**src/rtl/epd_seq_pkg.sv**
```systemverilog
package epd_seq_pkg;
    localparam int ARG_W      = 12;
    localparam int PC_W       = 6;
    localparam int INIT_ENTRY = 0;
    localparam int REFR_ENTRY = 23;

    typedef enum logic [2:0] {
        OP_CMD, OP_DAT, OP_RHI, OP_RLO, OP_DLY, OP_BSY, OP_END
    } op_e;

    typedef struct packed {
        op_e              op;
        logic [ARG_W-1:0] arg;
    } step_t;

    typedef enum logic [2:0] {
        ST_IDLE, ST_EXEC, ST_SEND, ST_GAP, ST_HOLD, ST_WAITB
    } st_e;
endpackage

```
**src/rtl/epd_step_rom.sv**
```systemverilog
module epd_step_rom
    import epd_seq_pkg::*;
#(
    parameter int RST_MS      = 20,
    parameter int SWRST_MS    = 10,
    parameter int ACT_MS      = 10,
    parameter int BSY_INIT_MS = 100,
    parameter int BSY_REFR_MS = 2500
) (
    input  logic [PC_W-1:0] idx,
    output step_t           cur,
    output logic            nxt_is_dat
);
    function automatic step_t mk(input op_e o, input int a);
        step_t s;
        s.op  = o;
        s.arg = ARG_W'(a);
        return s;
    endfunction

    function automatic step_t entry(input logic [PC_W-1:0] i);
        case (i)
            // bring-up: hardware reset phase
            6'd0:  return mk(OP_RHI, RST_MS);
            6'd1:  return mk(OP_RLO, RST_MS);
            6'd2:  return mk(OP_RHI, RST_MS);
            6'd3:  return mk(OP_BSY, BSY_INIT_MS);
            // software reset
            6'd4:  return mk(OP_CMD, 'h12);
            6'd5:  return mk(OP_DLY, SWRST_MS);
            6'd6:  return mk(OP_BSY, BSY_INIT_MS);
            // sensor select, first table load
            6'd7:  return mk(OP_CMD, 'h18);
            6'd8:  return mk(OP_DAT, 'h80);
            6'd9:  return mk(OP_CMD, 'h22);
            6'd10: return mk(OP_DAT, 'hB1);
            6'd11: return mk(OP_CMD, 'h20);
            6'd12: return mk(OP_DLY, ACT_MS);
            6'd13: return mk(OP_BSY, BSY_INIT_MS);
            // fixed temperature, second table load
            6'd14: return mk(OP_CMD, 'h1A);
            6'd15: return mk(OP_DAT, 'h64);
            6'd16: return mk(OP_DAT, 'h00);
            6'd17: return mk(OP_CMD, 'h22);
            6'd18: return mk(OP_DAT, 'h91);
            6'd19: return mk(OP_CMD, 'h20);
            6'd20: return mk(OP_DLY, ACT_MS);
            6'd21: return mk(OP_BSY, BSY_INIT_MS);
            6'd22: return mk(OP_END, 0);
            // full refresh
            6'd23: return mk(OP_CMD, 'h21);
            6'd24: return mk(OP_DAT, 'h40);
            6'd25: return mk(OP_DAT, 'h10);
            6'd26: return mk(OP_CMD, 'h1A);
            6'd27: return mk(OP_DAT, 'h64);
            6'd28: return mk(OP_DAT, 'h00);
            6'd29: return mk(OP_CMD, 'h22);
            6'd30: return mk(OP_DAT, 'hD7);
            6'd31: return mk(OP_CMD, 'h20);
            6'd32: return mk(OP_BSY, BSY_REFR_MS);
            default: return mk(OP_END, 0);
        endcase
    endfunction

    step_t nxt;
    always_comb begin
        cur        = entry(idx);
        nxt        = entry(idx + PC_W'(1));
        nxt_is_dat = (nxt.op == OP_DAT);
    end
endmodule

```
**src/rtl/epd_ms_timer.sv**
```systemverilog
module epd_ms_timer
    import epd_seq_pkg::*;
#(
    parameter int CLK_PER_MS = 125000
) (
    input  logic             clk,
    input  logic             rst_n,
    input  logic             clr,
    input  logic [ARG_W-1:0] tgt_ms,
    output logic             expired
);
    localparam int CYC_W = (CLK_PER_MS > 1) ? $clog2(CLK_PER_MS) : 1;
    localparam logic [CYC_W-1:0] CYC_LAST = CYC_W'(CLK_PER_MS - 1);

    typedef struct packed {
        logic [CYC_W-1:0] cyc;
        logic [ARG_W-1:0] ms;
    } tmr_t;

    tmr_t r_q, r_d;

    always_comb begin
        r_d     = r_q;
        expired = (r_q.ms == tgt_ms);
        if (clr) begin
            r_d.cyc = '0;
            r_d.ms  = '0;
        end else if (!expired) begin
            if (r_q.cyc == CYC_LAST) begin
                r_d.cyc = '0;
                r_d.ms  = r_q.ms + ARG_W'(1);
            end else begin
                r_d.cyc = r_q.cyc + CYC_W'(1);
            end
        end
    end

    always_ff @(posedge clk or negedge rst_n) begin
        if (!rst_n) r_q <= '0;
        else        r_q <= r_d;
    end
endmodule

```
**src/rtl/epd_seq_top.sv**
```systemverilog
module epd_seq_top
    import epd_seq_pkg::*;
#(
    parameter int CLK_PER_MS  = 125000,
    parameter int RST_MS      = 20,
    parameter int SWRST_MS    = 10,
    parameter int ACT_MS      = 10,
    parameter int BSY_INIT_MS = 100,
    parameter int BSY_REFR_MS = 2500
) (
    input  logic       clk,
    input  logic       rst_n,
    input  logic       start_init,
    input  logic       start_refresh,
    output logic       tx_valid,
    output logic [7:0] tx_byte,
    output logic       tx_is_data,
    input  logic       tx_ready,
    output logic       cs_n,
    output logic       panel_rst_n,
    input  logic       panel_busy,
    output logic       done,
    output logic       busy_timeout_warn
);
    typedef struct packed {
        st_e             st;
        logic [PC_W-1:0] pc;
        logic            prst_n;
        logic            warn;
        logic            done;
    } seq_t;

    seq_t  s_q, s_d;
    step_t cur;
    logic  nxt_is_dat;
    logic  tmr_clr;
    logic  tmr_exp;

    epd_step_rom #(
        .RST_MS(RST_MS), .SWRST_MS(SWRST_MS), .ACT_MS(ACT_MS),
        .BSY_INIT_MS(BSY_INIT_MS), .BSY_REFR_MS(BSY_REFR_MS)
    ) u_rom (
        .idx(s_q.pc), .cur(cur), .nxt_is_dat(nxt_is_dat)
    );

    epd_ms_timer #(.CLK_PER_MS(CLK_PER_MS)) u_tmr (
        .clk(clk), .rst_n(rst_n), .clr(tmr_clr),
        .tgt_ms(cur.arg), .expired(tmr_exp)
    );

    always_comb begin
        s_d      = s_q;
        s_d.done = 1'b0;
        tmr_clr  = 1'b0;
        case (s_q.st)
            ST_IDLE: begin
                if (start_init) begin
                    s_d.pc   = PC_W'(INIT_ENTRY);
                    s_d.warn = 1'b0;
                    s_d.st   = ST_EXEC;
                end else if (start_refresh) begin
                    s_d.pc   = PC_W'(REFR_ENTRY);
                    s_d.warn = 1'b0;
                    s_d.st   = ST_EXEC;
                end
            end
            ST_EXEC: begin
                case (cur.op)
                    OP_CMD, OP_DAT: s_d.st = ST_SEND;
                    OP_RHI: begin
                        s_d.prst_n = 1'b1;
                        tmr_clr    = 1'b1;
                        s_d.st     = ST_HOLD;
                    end
                    OP_RLO: begin
                        s_d.prst_n = 1'b0;
                        tmr_clr    = 1'b1;
                        s_d.st     = ST_HOLD;
                    end
                    OP_DLY: begin
                        tmr_clr = 1'b1;
                        s_d.st  = ST_HOLD;
                    end
                    OP_BSY: begin
                        tmr_clr = 1'b1;
                        s_d.st  = ST_WAITB;
                    end
                    default: begin
                        s_d.done = 1'b1;
                        s_d.st   = ST_IDLE;
                    end
                endcase
            end
            ST_SEND: begin
                if (tx_ready) begin
                    s_d.pc = s_q.pc + PC_W'(1);
                    s_d.st = (cur.op == OP_DAT && nxt_is_dat) ? ST_SEND : ST_GAP;
                end
            end
            ST_GAP: s_d.st = ST_EXEC;
            ST_HOLD: begin
                if (tmr_exp) begin
                    s_d.pc = s_q.pc + PC_W'(1);
                    s_d.st = ST_EXEC;
                end
            end
            ST_WAITB: begin
                if (!panel_busy) begin
                    s_d.pc = s_q.pc + PC_W'(1);
                    s_d.st = ST_EXEC;
                end else if (tmr_exp) begin
                    s_d.warn = 1'b1;
                    s_d.pc   = s_q.pc + PC_W'(1);
                    s_d.st   = ST_EXEC;
                end
            end
            default: s_d.st = ST_IDLE;
        endcase
    end

    always_ff @(posedge clk or negedge rst_n) begin
        if (!rst_n) begin
            s_q.st     <= ST_IDLE;
            s_q.pc     <= '0;
            s_q.prst_n <= 1'b1;
            s_q.warn   <= 1'b0;
            s_q.done   <= 1'b0;
        end else begin
            s_q <= s_d;
        end
    end

    assign tx_valid          = (s_q.st == ST_SEND);
    assign tx_byte           = cur.arg[7:0];
    assign tx_is_data        = (cur.op == OP_DAT);
    assign cs_n              = (s_q.st != ST_SEND);
    assign panel_rst_n       = s_q.prst_n;
    assign done              = s_q.done;
    assign busy_timeout_warn = s_q.warn;
endmodule

```
**config.mk**
```make
export PLATFORM = sky130hd
export DESIGN_NAME = epd_seq_top
export DESIGN_NICKNAME = d
export VERILOG_FILES = /design/src/rtl/epd_seq_pkg.sv /design/src/rtl/epd_step_rom.sv /design/src/rtl/epd_ms_timer.sv /design/src/rtl/epd_seq_top.sv
export SDC_FILE = /design/constraint.sdc
export NUM_CORES = 1
export LEC_CHECK = 0
export ABC_AREA = 1
export BUFFER_PORTS_ARGS = -buffer_cell sky130_fd_sc_hd__buf_2
export CAP_MARGIN = 20
export CORE_MARGIN = 4
export CORE_UTILIZATION = 57
export DETAILED_ROUTE_END_ITERATION = 12
export PLACE_DENSITY = 0.78
export SYNTH_ARGS = -nofsm -noshare
export SYNTH_HDL_FRONTEND = slang
export SYNTH_HIERARCHICAL = 1
export SYNTH_SLANG_ARGS = --single-unit
```
**constraint.sdc**
```tcl
create_clock -name clk -period 2.85 [get_ports clk]
set_input_delay 0.4275 -clock clk [delete_from_list [all_inputs] [get_ports clk]]
set_output_delay 0.4275 -clock clk [all_outputs]
set_load 0.03 [all_outputs]
```
Word level (Yosys, flattened, before mapping)
Memory sizes are Yosys's and may differ from the RTL's.
Cells that the tools add are included.
Widths: inputs -> output; s select.
{"block": "totals", "mem_count": 2, "mem_bits_ro": 1664, "out_inout_bits": 14, "in_bits": 6, "regBits": 41}
{"memory": "(name not given)", "depth": 64, "width": 13, "rd": 1, "rd_ports_with_merged_regs": 0, "wr": 0, "line": "epd_step_rom.sv:22", "rtl": "case (i)"}
{"memory": "(name not given)", "depth": 64, "width": 13, "rd": 1, "rd_ports_with_merged_regs": 0, "wr": 0, "line": "epd_step_rom.sv:22"}
{"block": "classes", "n_mux": 23, "n_reduce_logical": 16, "n_eq_ne": 19, "n_addsub": 3}
{"operator": "$mux 29", "count": 2}
{"operator": "$mux 9", "count": 5}
{"operator": "$pmux 6 s4", "count": 1}
{"operator": "$pmux 3 s6", "count": 1}
{"operator": "$add 17x1->17 const B", "count": 1}
{"operator": "$eq 17x17->1 const B", "count": 1}
{"operator": "$mux 17", "count": 1}
{"operator": "$add 12x1->12 const B", "count": 1}
{"operator": "$eq 12x12->1", "count": 1}
{"operator": "$eq 3x2->1 const B", "count": 4}
{"operator": "$eq 3x3->1 const B", "count": 4}
{"operator": "$mux 12", "count": 1}
{"operator": "$eq 3x1->1 const B", "count": 3}
{"operator": "$mux 1", "count": 9}
{"operator": "$pmux 3 s3", "count": 1}
{"operator": "$add 6x1->6 const B", "count": 1}
{"operator": "$logic_not 3->1", "count": 2}
{"operator": "$ne 2x2->1 const B", "count": 3}
{"operator": "$reduce_and 2->1", "count": 3}
{"operator": "$reduce_bool 2->1", "count": 3}
{"operator": "$reduce_or 6->1", "count": 1}
{"operator": "$pmux 1 s2", "count": 2}
{"operator": "$reduce_and 4->1", "count": 1}
{"operator": "$reduce_bool 4->1", "count": 1}
{"operator": "other kinds (8)", "count": 8}

Depth between registers and ports, before layout
An unclocked memory read counts as a cell.
{"block": "logic_depth", "word_depth": 7, "depth_mapped": 27, "ltp_nobuf": 26}

Cells and area by module
Netlist, hierarchy kept.
{"module": "epd_ms_timer", "seq_area_each_um2": 725.7, "n_inst": 1, "cells_per_inst": 349, "area_each_um2": 2167.1}
{"module": "epd_seq_top", "seq_area_each_um2": 301.5, "n_inst": 1, "cells_per_inst": 151, "area_each_um2": 959.7}
{"module": "epd_step_rom", "seq_area_each_um2": 0.0, "n_inst": 1, "cells_per_inst": 151, "area_each_um2": 819.5}

Least setup slack after synthesis
No wires, ideal clock.
{"block": "synth_path", "kind": "register to register", "startpoint": "reg s_q[3] in the netlist's numbering", "endpoint": "reg s_q[7] in the netlist's numbering", "setup_time_ps": 119, "arrival_time_ps": 3606, "setup_slack_ps": -875, "path_stages_with_launch": 24, "n_path_buf": 1, "required_time_ps": 2731, "synth_period_minus_slack_ps": 3725, "cell_sequence": "dfrtp_1 inv_1 ha_1 inv_1 nand2_1 a21oi_1 nor2_1 o21ai_0 nand2_1 inv_1 nor2_1 nor2_1 nand2_1 nor2_2 nand2_1 buf_2 inv_1 inv_1 nand3_1 inv_1 nand2_1 nand2_1 nand2_1 nand2_1"}
{"block": "synth_via", "elab_chain_len": 5, "word_cells_on_any_way": 7}
{"item": "start: declaration", "line": "epd_seq_top.sv:33", "rtl": "seq_t s_q, s_d;"}
{"item": "$mem_v2 64x13 *"}
{"item": "net tx_byte[6]", "line": "epd_seq_top.sv:16", "rtl": "output logic [7:0] tx_byte,"}
{"item": "$eq 12x12->1 *", "line": "epd_ms_timer.sv:24", "rtl": "expired = (r_q.ms == tgt_ms);"}
{"item": "net tmr_exp", "line": "epd_seq_top.sv:37", "rtl": "logic tmr_exp;"}
{"item": "$mux 9 *", "line": "epd_seq_top.sv:102, epd_seq_top.sv:111"}
{"item": "$mux 9", "line": "epd_seq_top.sv:108", "rtl": "if (!panel_busy) begin"}
{"item": "$pmux 6 s4 *", "line": "epd_seq_top.sv:55", "rtl": "case (s_q.st)"}
Mark *: on every way through the listed nets, which the timed path passes. The rest lies on a longest branch. The select of a mux whose other input is x is not followed.
A chain may end at the register's enable or synchronous reset.

Worst setup path after layout
{"block": "layout_path", "startpoint": "reg s_q[3] in the netlist's numbering", "endpoint": "reg s_q[6] in the netlist's numbering"}
{"block": "layout_via", "elab_chain_len": 5, "word_cells_on_any_way": 7}
{"item": "$mem_v2 64x13 *"}
{"item": "$eq 12x12->1 *", "line": "epd_ms_timer.sv:24"}
{"item": "net tmr_exp", "line": "epd_seq_top.sv:37"}
{"item": "$mux 9 *", "line": "epd_seq_top.sv:102, epd_seq_top.sv:111"}
{"item": "$mux 9", "line": "epd_seq_top.sv:108"}
{"item": "$pmux 6 s4 *", "line": "epd_seq_top.sv:55"}
Marks and branches as above.

==> results.yml <==
critical_path:
  timing.critical_path.fanout_max: 5
  timing.rr.start: "s_q[3]"
  endpoint_kind: "register"
  cp.arrival_ns: 2.88
  path_class: "register to register"
  worst_ep_required_time_ns: 3.05
  critical_path.startpoint: "s_q[3]"
  crit_path_start_kind: "register"
final_layout:
  finalNetCount: 708
  layout.cells.non_filler: 764
  layout.cell_area.non_filler_um2: 4530
  diodes: 0
  final.fill_count: 609
  final_layout_size_suffix_gt1_share_pct: 15.9
  finalCoreUtilization_pct: 67.0
  syn_to_final_growth_pct: 14.8
timing:
  timing.max_slew.rel_slack_pct: 36.2
  fin_skew_ns: 0.0105
  setup-violations-final: 0
  finalMaxSlewViolations: 0
  report.final.hold_viol_count: 0
  period_share_pct: 94.2
  clock.fmax_ghz: 0.373
  tightest_slew_ns: 0.957
  rsz0062_at_grt: "yes"
  period_needed_ns: 2.68
  timing.final.ws_setup_ns: 0.166
drt:
  postRouteWirelength_um: 10800
  dr.first_iter.drc_count: 304
  detail_route.first_pass.iterations: 5
  detail_route.wl_per_cell_um: 14.1
  via_per_inst: 5.68
  number_of_vias_after_detailed_routing: 4341
  drt.antenna.violating_nets: 0
  post-route-drc-count: 0
yosys:
  summed_instance_area_of_the_synthesized_netlist_um2: 3950
  synth_cells: 651
  synth.yosys.seq_area_share_pct: 26.0
  flop_and_latch_count_out_of_synthesis: 41
  synth.lib_cells_used.distinct: 38
  synthesis.yosys.warnings: 6
  avgSynthCellArea_um2: 6.06
placement:
  dp_cells: 749
  placer_congestion: 1.03
  dpl-instance-area_um2: 4240
  dp_hpwl_um: 7710
  portBuffers: 19
  worst_setup_slack_after_placement_ns: -0.0633
die:
  ios: 20
  fp.coreArea_um2: 6760
  fp.dieArea_um2: 8320
  die_width_um: 91.2
  die-height_um: 91.2
  placement_rows: 30
  initial_core_util_pct: 58.4
cts:
  ctsLongestPathBuffers: 2
  tritoncts: "yes"
  clk_pin_slew_ns: 0.10
  h_tree_depth: 2
  clkSinkCount: 41
  cts_root_buffer: "clkbuf_8"
  insertion_delay_ns: 0.31
  cts-buffers-inserted: 5
  cts.hold.buffers_added: 0
flow_run:
  cap_viol_max_count: 0
global_route:
  grt_antenna_before_repair: 0
  grt_pass1_vias: 3976
  overflow: 0
  first_pass_grt_wire_length_um: 17900
  grt_util_all_layers_pct: 25.7
  grt_start_max_net_pins: 42
power:
  p_leak_nw: 2.31
  peak_vdd_ir_mv: 0.723
  totalPowerFinal_mw: 4.62
  powerDensity_nw_per_um2: 1020
run_status:
  run_status: "finished, final reports clean"
hold_path:
  worst_min_delay_path_category: "primary input to asynchronous set/reset pin"
-- logic make-up after synthesis --
kind of cell               share of synthesized area (%)
AOI/OAI and AO/OA                                   8.53
xor gates and xnor gates                            2.44
adders and majority gates                           6.02
buffers and inverters                               11.7
DFF                                                 26.0
other                                             0.0950
and+or+nand+nor                                     45.1
-- final cells by class --
class                      count  area [um2]  area share [%]
tap                           80         100            2.21
clock buffer                   5        68.8            1.52
sequential                    41        1030            22.8
multi-input combinational    508        2640            58.2
timing repair buffer          45         310            6.85
inverter                      82         313            6.91
clock inverter                 3        68.8            1.52
-- final timing paths --
kind / endpoint / cells after the start / slack (ns)
max: s_q[6] / 23 / 0.17
min: u_tmr/r_q[0] / 1 / 0.26
max reg2reg: s_q[6] / 23 / 0.17
min reg2reg: busy_timeout_warn / 2 / 0.51
max in group asynchronous: s_q[5] / 1 / 1.93
min in group clk: busy_timeout_warn / 2 / 0.51
-- stage by stage --
stage / hold WS (ns) / TNS [ns]
finish: 0.263 / 0
floorplan: 0.132 / 0
CTS: 0.312 / 0
detailed placement: 0.486 / -0.213
global placement: 0.472 / -0.0239
global route: 0.351 / -0.159
-- cell usage in the layout, fill, tap and decap left out, types with 3 or more instances in the layout --
cell type and instances:
buf_2 19, buf_4 24, nand2_2 7, dfrtp_1 37, o21ai_2 3, xnor2_1 4
ha_1 15, nor2_2 6, nor3_1 7, nand3_1 56, nand2_1 215, o21ai_0 17
a21oi_1 15, inv_1 69, inv_2 11, o211ai_1 5, dfrtp_2 3, nand3_2 3
nor2_1 86, nor3_4 3, o21ai_1 3, o21bai_1 5, nor2_4 3, nand4_1 24
clkbuf_8 5, xor2_1 7
-- layer usage --
metal	track usage, %	vias up	part of all wire [%]
met1	34.7	1975	45
met5	0	-	0
met3	3.81	22	7.1
li1	-	2131	-
met2	41.3	213	46
met4	10.3	0	1.8
-- synthesized netlist by cell type, drive strengths merged --
cell	number	share of area, %
nand3b	1	0.51
nand3	60	7.7
o21bai	5	0.95
o211ai	5	0.95
o21a	2	0.38
xor2	7	1.6
xnor2	4	0.89
inv	81	7.7
dfrtp	40	25
o22ai	2	0.32
ha	19	6.0
or2	2	0.32
nand2	222	21
a21oi	19	2.5
clkbuf	4	0.41
clkinv	1	0.095
conb	1	0.095
nor2	95	9.5
nor3	12	1.5
buf	17	3.5
a32oi	1	0.22
o21ai	24	3.0
nand4	25	4.3
a31oi	1	0.16
dfstp	1	0.67
-- repair_timing --
item	4_1_cts	5_1_grt
endpoints found under the setup margin	7	35
gates resized for setup	3	29
buffers inserted	2	5
pin swaps	1	4
-- worst max-delay path, stage by stage (launching register included) --
cell and delay, ns:
dfrtp_2 0.46, inv_6 0.09, buf_12 0.12, ha_4 0.20, inv_1 0.10, nand2_1 0.08
a21oi_1 0.20, nor2_2 0.07, o21ai_4 0.14, nand2_1 0.07, inv_1 0.06, nor2_1 0.03
nor2_1 0.08, nand2_1 0.09, nor2_4 0.12, nand2_2 0.09, inv_2 0.10, inv_2 0.07
nand3_4 0.11, inv_1 0.07, nand2_1 0.06, nand2_1 0.05, nand2_1 0.05, nand2_1 0.05
-- state kept, by name, indices dropped and copies added (netlist names) --
name               cells
busy_timeout_warn      1
done                   1
panel_rst_n            1
s_q                    9
u_tmr/r_q             29
-- report_power, final --
| group | internal, mW | switching, mW | total, mW |
|---|---|---|---|
| Clock | 0.353 | 0.239 | 0.592 |
| Sequential | 0.713 | 0.198 | 0.912 |
| Combinational | 1.10 | 2.02 | 3.12 |
No activity file was read; power rests on OpenSTA's default activity.
